===== src/rtl/trig_capture_pkg.sv =====
package trig_capture_pkg;

  typedef enum logic [1:0] {
    ACC_IDLE  = 2'd0,
    ACC_MASK  = 2'd1,
    ACC_CLEAR = 2'd2,
    ACC_OTHER = 2'd3
  } acc_kind_e;

  function automatic acc_kind_e decode_offset(
    input logic [15:0] addr,
    input logic [15:0] mask_offs,
    input logic [15:0] clear_offs
  );
    if (addr == mask_offs)       return ACC_MASK;
    else if (addr == clear_offs) return ACC_CLEAR;
    else                         return ACC_OTHER;
  endfunction

endpackage


===== src/rtl/trig_sync_edge.sv =====
module trig_sync_edge #(
  parameter int WIDTH  = 10,
  parameter int STAGES = 2
) (
  input  logic             clk,
  input  logic             rst,
  input  logic [WIDTH-1:0] line_in,
  output logic [WIDTH-1:0] rise
);

  logic [WIDTH-1:0] stage_q [STAGES];
  logic [WIDTH-1:0] prev_q;

  generate
    for (genvar s = 0; s < STAGES; s++) begin : g_stage
      if (s == 0) begin : g_first
        always_ff @(posedge clk) begin
          if (rst) stage_q[s] <= '0;
          else     stage_q[s] <= line_in;
        end
      end else begin : g_next
        always_ff @(posedge clk) begin
          if (rst) stage_q[s] <= '0;
          else     stage_q[s] <= stage_q[s-1];
        end
      end
    end
  endgenerate

  always_ff @(posedge clk) begin
    if (rst) prev_q <= '0;
    else     prev_q <= stage_q[STAGES-1];
  end

  assign rise = stage_q[STAGES-1] & ~prev_q;

  // an edge is a single-cycle event
  a_r7_single_cycle_rise: assert property (@(posedge clk) disable iff (rst)
    (rise != '0) |=> ((rise & $past(rise)) == '0));

endmodule


===== src/rtl/trig_bus_port.sv =====
module trig_bus_port
  import trig_capture_pkg::*;
#(
  parameter int ADDR_W     = 6,
  parameter int DATA_W     = 16,
  parameter int N_SRC      = 10,
  parameter int MASK_OFFS  = 'h2E,
  parameter int CLEAR_OFFS = 'h30
) (
  input  logic              clk,
  input  logic              rst,
  input  logic              bus_wr,
  input  logic              bus_rd,
  input  logic [ADDR_W-1:0] bus_addr,
  input  logic [DATA_W-1:0] bus_wdata,
  input  logic [N_SRC-1:0]  src_word,
  output logic              mask_we,
  output logic [N_SRC-1:0]  mask_wdata,
  output logic [N_SRC-1:0]  clr_vec,
  output logic [DATA_W-1:0] bus_rdata,
  output logic              bus_rvalid
);

  localparam int PAD_W = DATA_W - N_SRC;

  acc_kind_e kind;

  always_comb begin
    kind = decode_offset(16'(bus_addr), 16'(MASK_OFFS), 16'(CLEAR_OFFS));
  end

  assign mask_we    = bus_wr && (kind == ACC_MASK);
  assign mask_wdata = bus_wdata[N_SRC-1:0];
  assign clr_vec    = (bus_wr && (kind == ACC_CLEAR)) ? bus_wdata[N_SRC-1:0] : '0;

  always_ff @(posedge clk) begin
    if (rst) begin
      bus_rdata  <= '0;
      bus_rvalid <= 1'b0;
    end else begin
      bus_rvalid <= bus_rd;
      if (bus_rd) begin
        if (kind == ACC_MASK) bus_rdata <= {{PAD_W{1'b0}}, src_word};
        else                  bus_rdata <= '0;
      end
    end
  end

  // every read strobe yields exactly one valid strobe a cycle later
  a_r1_read_valid: assert property (@(posedge clk) disable iff (rst)
    bus_rd |=> bus_rvalid);
  a_r1_no_spurious_valid: assert property (@(posedge clk) disable iff (rst)
    !bus_rd |=> !bus_rvalid);
  // unused high bits of read data stay zero
  a_r1_pad_zero: assert property (@(posedge clk) disable iff (rst)
    bus_rvalid |-> (bus_rdata[DATA_W-1:N_SRC] == '0));

endmodule


===== src/rtl/trig_source_bank.sv =====
module trig_source_bank #(
  parameter int N_SRC = 10
) (
  input  logic             clk,
  input  logic             rst,
  input  logic [N_SRC-1:0] rise,
  input  logic             mask_we,
  input  logic [N_SRC-1:0] mask_wdata,
  input  logic [N_SRC-1:0] clr_vec,
  input  logic             irq_enable,
  output logic [N_SRC-1:0] src_word,
  output logic             irq
);

  logic [N_SRC-1:0] mask_q;
  logic [N_SRC-1:0] src_q;
  logic [N_SRC-1:0] set_vec;

  assign set_vec = rise & mask_q;

  always_ff @(posedge clk) begin
    if (rst)          mask_q <= '0;
    else if (mask_we) mask_q <= mask_wdata;
  end

  // set has priority over a clear in the same cycle
  always_ff @(posedge clk) begin
    if (rst) src_q <= '0;
    else     src_q <= (src_q & ~clr_vec) | set_vec;
  end

  always_ff @(posedge clk) begin
    if (rst) irq <= 1'b0;
    else     irq <= irq_enable && (src_q != '0);
  end

  assign src_word = src_q;

  // a bit becomes set only where the enable mask was on
  a_r2_masked_set: assert property (@(posedge clk) disable iff (rst)
    1'b1 |=> ((src_q & ~$past(src_q) & ~$past(mask_q)) == '0));
  // set bits survive unless a clear names them
  a_r3_sticky: assert property (@(posedge clk) disable iff (rst)
    1'b1 |=> (($past(src_q) & ~$past(clr_vec) & ~src_q) == '0));
  // a cleared bit without a fresh edge reads zero next cycle
  a_r4_clear_takes: assert property (@(posedge clk) disable iff (rst)
    1'b1 |=> (($past(clr_vec) & ~$past(rise) & src_q) == '0));
  // a fresh enabled edge wins over a simultaneous clear
  a_r9_set_wins: assert property (@(posedge clk) disable iff (rst)
    1'b1 |=> (($past(rise) & $past(mask_q) & ~src_q) == '0));
  // interrupt request follows the enable and the capture word
  a_r6_irq_off: assert property (@(posedge clk) disable iff (rst)
    (!irq_enable || (src_q == '0)) |=> !irq);
  a_r6_irq_on: assert property (@(posedge clk) disable iff (rst)
    (irq_enable && (src_q != '0)) |=> irq);

endmodule


===== src/rtl/trig_capture.sv =====
module trig_capture #(
  parameter int N_TTL       = 8,
  parameter int N_ECL       = 2,
  parameter int SYNC_STAGES = 2,
  parameter int ADDR_W      = 6,
  parameter int DATA_W      = 16,
  parameter int MASK_OFFS   = 'h2E,
  parameter int CLEAR_OFFS  = 'h30
) (
  input  logic              clk,
  input  logic              rst,
  input  logic [N_TTL-1:0]  trig_ttl,
  input  logic [N_ECL-1:0]  trig_ecl,
  input  logic              irq_enable,
  input  logic              bus_wr,
  input  logic              bus_rd,
  input  logic [ADDR_W-1:0] bus_addr,
  input  logic [DATA_W-1:0] bus_wdata,
  output logic [DATA_W-1:0] bus_rdata,
  output logic              bus_rvalid,
  output logic              irq
);

  localparam int N_SRC = N_TTL + N_ECL;

  logic [N_SRC-1:0] lines;
  logic [N_SRC-1:0] rise;
  logic [N_SRC-1:0] src_word;
  logic [N_SRC-1:0] mask_wdata;
  logic [N_SRC-1:0] clr_vec;
  logic             mask_we;

  assign lines = {trig_ecl, trig_ttl};

  trig_sync_edge #(
    .WIDTH  (N_SRC),
    .STAGES (SYNC_STAGES)
  ) i_sync (
    .clk     (clk),
    .rst     (rst),
    .line_in (lines),
    .rise    (rise)
  );

  trig_bus_port #(
    .ADDR_W     (ADDR_W),
    .DATA_W     (DATA_W),
    .N_SRC      (N_SRC),
    .MASK_OFFS  (MASK_OFFS),
    .CLEAR_OFFS (CLEAR_OFFS)
  ) i_bus (
    .clk        (clk),
    .rst        (rst),
    .bus_wr     (bus_wr),
    .bus_rd     (bus_rd),
    .bus_addr   (bus_addr),
    .bus_wdata  (bus_wdata),
    .src_word   (src_word),
    .mask_we    (mask_we),
    .mask_wdata (mask_wdata),
    .clr_vec    (clr_vec),
    .bus_rdata  (bus_rdata),
    .bus_rvalid (bus_rvalid)
  );

  trig_source_bank #(
    .N_SRC (N_SRC)
  ) i_bank (
    .clk        (clk),
    .rst        (rst),
    .rise       (rise),
    .mask_we    (mask_we),
    .mask_wdata (mask_wdata),
    .clr_vec    (clr_vec),
    .irq_enable (irq_enable),
    .src_word   (src_word),
    .irq        (irq)
  );

  // the mask only loads from its own offset
  a_r10_mask_offset_only: assert property (@(posedge clk) disable iff (rst)
    mask_we |-> (bus_wr && (bus_addr == ADDR_W'(MASK_OFFS))));

endmodule


===== config.mk =====
export PLATFORM = sky130hd
export DESIGN_NAME = trig_capture
export DESIGN_NICKNAME = d
export VERILOG_FILES = /design/src/rtl/trig_capture_pkg.sv /design/src/rtl/trig_sync_edge.sv /design/src/rtl/trig_bus_port.sv /design/src/rtl/trig_source_bank.sv /design/src/rtl/trig_capture.sv
export SDC_FILE = /design/constraint.sdc
export NUM_CORES = 1
export LEC_CHECK = 0
export CORE_MARGIN = 3
export CORE_UTILIZATION = 29
export CTS_CLUSTER_SIZE = 20
export DETAILED_ROUTE_END_ITERATION = 10
export GPL_TIMING_DRIVEN = 0
export SKIP_LAST_GASP = 1
export SLEW_MARGIN = 20
export SYNTH_ARGS = -nofsm -noshare
export SYNTH_HDL_FRONTEND = slang
export SYNTH_HIERARCHICAL = 1
export SYNTH_SLANG_ARGS = --single-unit

===== constraint.sdc =====
create_clock -name clk -period 1.25 [get_ports clk]
set_clock_uncertainty 0.15 [all_clocks]
set_input_delay 0.1875 -clock clk [delete_from_list [all_inputs] [get_ports clk]]
set_output_delay 0.1875 -clock clk [all_outputs]
set_load 0.005 [all_outputs]

; Word-level counts from Yosys, hierarchy flattened
; Memory sizes are Yosys's and may differ from the RTL's.
; Cells that the tools add are included.
; Widths: inputs -> output; s select.
[totals]
register_bits = 48
mem_bits_rw = 20
elab_cells = 32
memories = 1
[op_classes]
n_eq_ne = 4
n_mux = 9
bitwise = 8
reduce_logical = 4
[memory_table]
columns = name, words, width, rd, rd_ports_with_merged_regs, wr, line_no
row1 = i_sync.stage_q, 2, 10, 2, 0, 2, trig_sync_edge.sv:11  ; logic [WIDTH-1:0] stage_q [STAGES];
[op_table]
columns = op, n
row1 = $mux 10, 4
row2 = $and 10x10->10, 3
row3 = $not 10->10, 2
row4 = $eq 6x6->1 const B, 2
row5 = $or 10x10->10, 1
row6 = $reduce_bool 10->1, 1
row7 = $mux 1, 4
row8 = $logic_and 1x1->1, 3
row9 = $eq 2x1->1 const B, 1
row10 = $eq 2x2->1 const B, 1
row11 = $mux 2, 1
row12 = $or 1x1->1, 2

; Depth between registers and ports, before layout
[logic_depth]
word_depth = 9
mapped_depth = 6
mapped_depth_nobuf = 4

; By module
; Netlist, hierarchy kept.
[modules_own_cells]
columns = module, n_inst, cells_each, area_each_um2
row1 = trig_sync_edge, 1, 73, 944.7
row2 = trig_bus_port, 1, 90, 779.5
row3 = trig_source_bank, 1, 79, 758.2

; Worst setup path after synthesis
; Ideal clock, no wire load.
[synth_path]
kind = in2reg
from = input bus_addr[2]
to = register i_bank.src_q[4] (netlist: i_bank/src_word[4])
setup_ns = 0.119
arrival_ns = 1.095
slack_ns = -0.114
cell_stages = 5
n_path_buf = 1
path_cell_list = or4b_4 -> buf_6 -> nor3_2 -> nand2b_1 -> a21oi_1
[synth_via]
elab_chain_len = 9
elab_cells_between_ends = 10
cone_classes = eq/ne: 3 / mux: 3 / bitwise: 3 / reduce/logical: 1
[synth_lines]
columns = item, line_no
row1 = "start, declared", trig_capture.sv:17  ; input logic [ADDR_W-1:0] bus_addr,
row2 = $eq 6x6->1, trig_capture_pkg.sv:16  ; else if (addr == clear_offs) return ACC_CLEAR;
row3 = $mux 1, trig_capture_pkg.sv:16
row4 = $mux 2 (*), trig_capture_pkg.sv:15  ; if (addr == mask_offs) return ACC_MASK;
row5 = $eq 2x2->1 (*), trig_bus_port.sv:34  ; assign clr_vec = (bus_wr && (kind == ACC_CLEAR)) ? bus_wdata[N_SRC-1:0] : '0;
row6 = $logic_and 1x1->1 (*), trig_bus_port.sv:34
row7 = $mux 10 (*), trig_bus_port.sv:34
row8 = net clr_vec[4], trig_capture.sv:30  ; logic [N_SRC-1:0] clr_vec;
row9 = $not 10->10 (*), trig_source_bank.sv:29  ; else src_q <= (src_q & ~clr_vec) | set_vec;
row10 = $and 10x10->10 (*), trig_source_bank.sv:29
row11 = $or 10x10->10 (*), trig_source_bank.sv:29
row12 = "end signal, assigned", trig_source_bank.sv:29
row13 = "end, declared", trig_source_bank.sv:16  ; logic [N_SRC-1:0] src_q;
; Mark *: on every way through the listed nets, which the timed path passes. The rest lies on a longest branch.
; A chain may end at the register's enable or synchronous reset.

; Worst setup path in the final report
[layout_path]
from = input bus_addr[3]
to = register i_bank.src_q[0] (netlist: i_bank/src_word[0])
; The elaborated chain is that of the path after synthesis.

==> metrics.yaml <==
status:
  outcome: "finished with violations"
  violations: "setup timing"
routing:
  drt-total-wl_mm: 5.02
  drc: 0
  num_vias: 1769
  wire_per_inst_um: 12.0
  dr.pass1.iters: 4
  viasPerCell: 4.23
  first_iter_violations: 61
  drtAntennaViolNets: 0
final_layout:
  design_area_sq_um: 3440
  area_growth_pct: 38.8
  diodes: 0
  ff_latch_area_sq_um: 1250
  drive_gt1_share_pct: 39.6
  fill_cells: 792
  multiInputGateArea_sq_um: 1070
  final_util_pct: 41.7
  finalNetCount: 345
clock_tree:
  cts_sinks: 62
  tritoncts: "done"
  clk_latency_ns: 0.34
  path_clk_slew_ns: 0.07
  clock_path_buffers: 2
  postCtsHoldBufs: 0
  htree_levels: 3
  cts_root_buf: "clkbuf_8"
  numCtsBuffers: 9
die:
  initial_utilization_pct: 30.1
  std_cell_rows: 33
  core_sq_um: 8260
  die_area_sq_um: 9710
  die_h_um: 98.5
  fp.dieW_um: 98.5
  io_pins: 55
sta:
  tns_ns: -0.0843
  drv_slew: 0
  min_period_over_period_pct: 107
  setup_viol: 1
  hold_ws_ns: 0.0526
  hold_violations: 0
  grt_setup_unrepaired: "yes"
  layout_setup_ws_ns: -0.0843
  period_minus_slack_ns: 1.33
  fmax_ghz: 0.749
logic_synthesis:
  syn-instance-count: 242
  synth.most_common_cell: "dfxtp_1"
  ys_top_cells_by_count: "dfxtp_1 (62), nor2b_2 (24), inv_1 (21), nor2b_1 (17), buf_4 (16)"
  netlist_top_cells_area: "dfxtp_1 (50%), nor2b_2 (8.5%), buf_4 (4.8%)"
  synth-seq-cells: 62
  synth_top_area_share_pct: 50.0
  synth_top_area_cell: "dfxtp_1"
  synth-simple-area-share_pct: 28.3
  async_flop_share_pct: 0
  avgSynthCellArea_sq_um: 10.3
  synth_cell_types: 24
  synth-compound-area-share_pct: 5.90
  yosysSeqAreaShare_pct: 50.0
  synthAdderAreaFrac_pct: 0
  synthMuxAreaShare_pct: 4.03
  yosys_warnings: 6
  synth_top_family_by_area: "simple AND/OR/NAND/NOR gates"
  synth-edff-count: 0
  syn_area_sq_um: 2480
  synthXorXnorAreaFrac_pct: 0
  synth-main-ff-cell: "dfxtp_1"
placed_design:
  placed_cell_area_sq_um: 3060
  gp_congestion: 0.745
  io_buffers: 42
  dp_hpwl_mm: 3.42
power_and_ir_drop:
  powerDensity_nw_per_um2: 1200
  peakVddDrop_mv: 0.706
  p_total_w: 0.00414
  power.leakage_nw: 1.36
worst_setup_path:
  crit_family: "simple AND/OR/NAND/NOR gates"
  crit_chain: "buf_6 > or4b_4 > buf_12 > nor3_4 > nand2b_4 > a21oi_2"
  path_buf_inv: 2
  worst_path_largest_cell_delay_ns: 0.59
  worstPathArrival_ns: 1.40
  crit_fanout: 5
  cp-start-kind: "primary input"
  crit_required_ns: 1.32
  cp_slowest_cell: "or4b_4"
  end_kind: "flip-flop"
  crit_type: "in -> reg"
global_routing:
  grt_pass1_wl_mm: 7.96
  grt_max_degree: 12
  grt_pass1_vias: 1680
  antenna_found_initial: 0
  grt.overflow.total: 0
  track_usage_pct: 10.5
flow_run:
  maxCapViolations: 0
hold_path:
  hold_class: "in -> reg"
layout by cell type (no fill, tap or decap), types with 2 or more instances in the layout:
cell type        Yosys  layout
dfxtp_1             62      54
nor2b_2             24      24
buf_4               16      22
clkdlybuf4s50_1      0      22
inv_1               21      21
nor2b_1             17      17
clkbuf_8             0      11
nor2_1              12      11
buf_6                5      10
mux2i_1             10      10
nand2_1             10      10
nand2b_1            10       9
a21oi_1             10       9
nor3_2              10       8
clkbuf_2             0       8
o41ai_2              0       8
dfxtp_2              0       8
clkdlybuf4s15_1      0       8
or3b_2               6       6
conb_1               1       6
buf_2                5       4
or3b_1               4       4
clkinvlp_4           0       3
nor4_1               2       2
nor3_4               0       2
o41ai_1             10       2
logic make-up (layout without fill, tap and decap cells):
kind of cell | count (synthesis) | count (layout)
flops | 62 | 62
buf+inv | 49 | 115
simple gates | 99 | 99
mux | 10 | 10
compound gates | 21 | 21
other cells | 1 | 6
state kept, by name, summed over array words and instances (netlist names):
name	cells
i_bank/irq	1
i_bank/mask_q	10
i_bank/src_word	10
i_bus/bus_rdata	10
i_bus/bus_rvalid	1
i_sync/prev_q	10
i_sync/stage_q	20
metal layers:
layer  wire length (um)  global-route usage (%)
met1               2170                    11.4
met2               2460                    17.6
met3                296                    4.60
met4                 89                    4.83
met5                  0                       0
worst reg2reg max path, stage by stage, from the launching register on:
cell	delay, ns
dfxtp_2	0.34
or3b_2	0.46
o41ai_2	0.06
power breakdown:
| group | leakage [nW] | total [W] | switching [W] | internal, W |
|---|---|---|---|---|
| Sequential | 0.509 | 0.00203 | 0.0000102 | 0.00202 |
| Combinational | 0.755 | 0.000329 | 0.000136 | 0.000193 |
| Clock | 0.0976 | 0.00178 | 0.000760 | 0.00102 |
path summary, 6_finish.rpt:
path	from	slack, ns	cells after the start	to
min	bus_addr[1]	0.05	3	i_bus/bus_rdata[8]
max	bus_addr[3]	-0.08	6	i_bank/src_word[0]
min reg2reg	i_sync/stage_q[0][8]	0.29	1	i_sync/stage_q[1][8]
max reg2reg	i_bus/bus_rdata[6]	0.15	2	i_bus/bus_rdata[6]
metrics by stage:
stage / setup WS (ns) / cells
global placement: -0.662 / 394
CTS: -0.0588 / 416
floorplan: -0.114 / 247
detailed placement: -0.689 / 394
global route: -0.0905 / 418
finish: -0.0843 / 418
what timing repair did:
item,CTS,global route
endpoints found under the hold margin,0,0
setup endpoints to repair,43,32
pin swaps,6,7
cloned,2,0
resized for setup,63,31
setup buffers,4,2
layout make-up:
type	count	area share (%)
Inverter	21	2.29
Clock buffer	11	4.40
Timing Repair Buffer	50	13.4
Clock inverter	5	1.67
Tap cell	105	3.81
Multi-Input combinational cell	136	31.1
Buffer	28	7.01
Sequential cell	62	36.3
No activity file was read; power rests on OpenSTA's default activity.
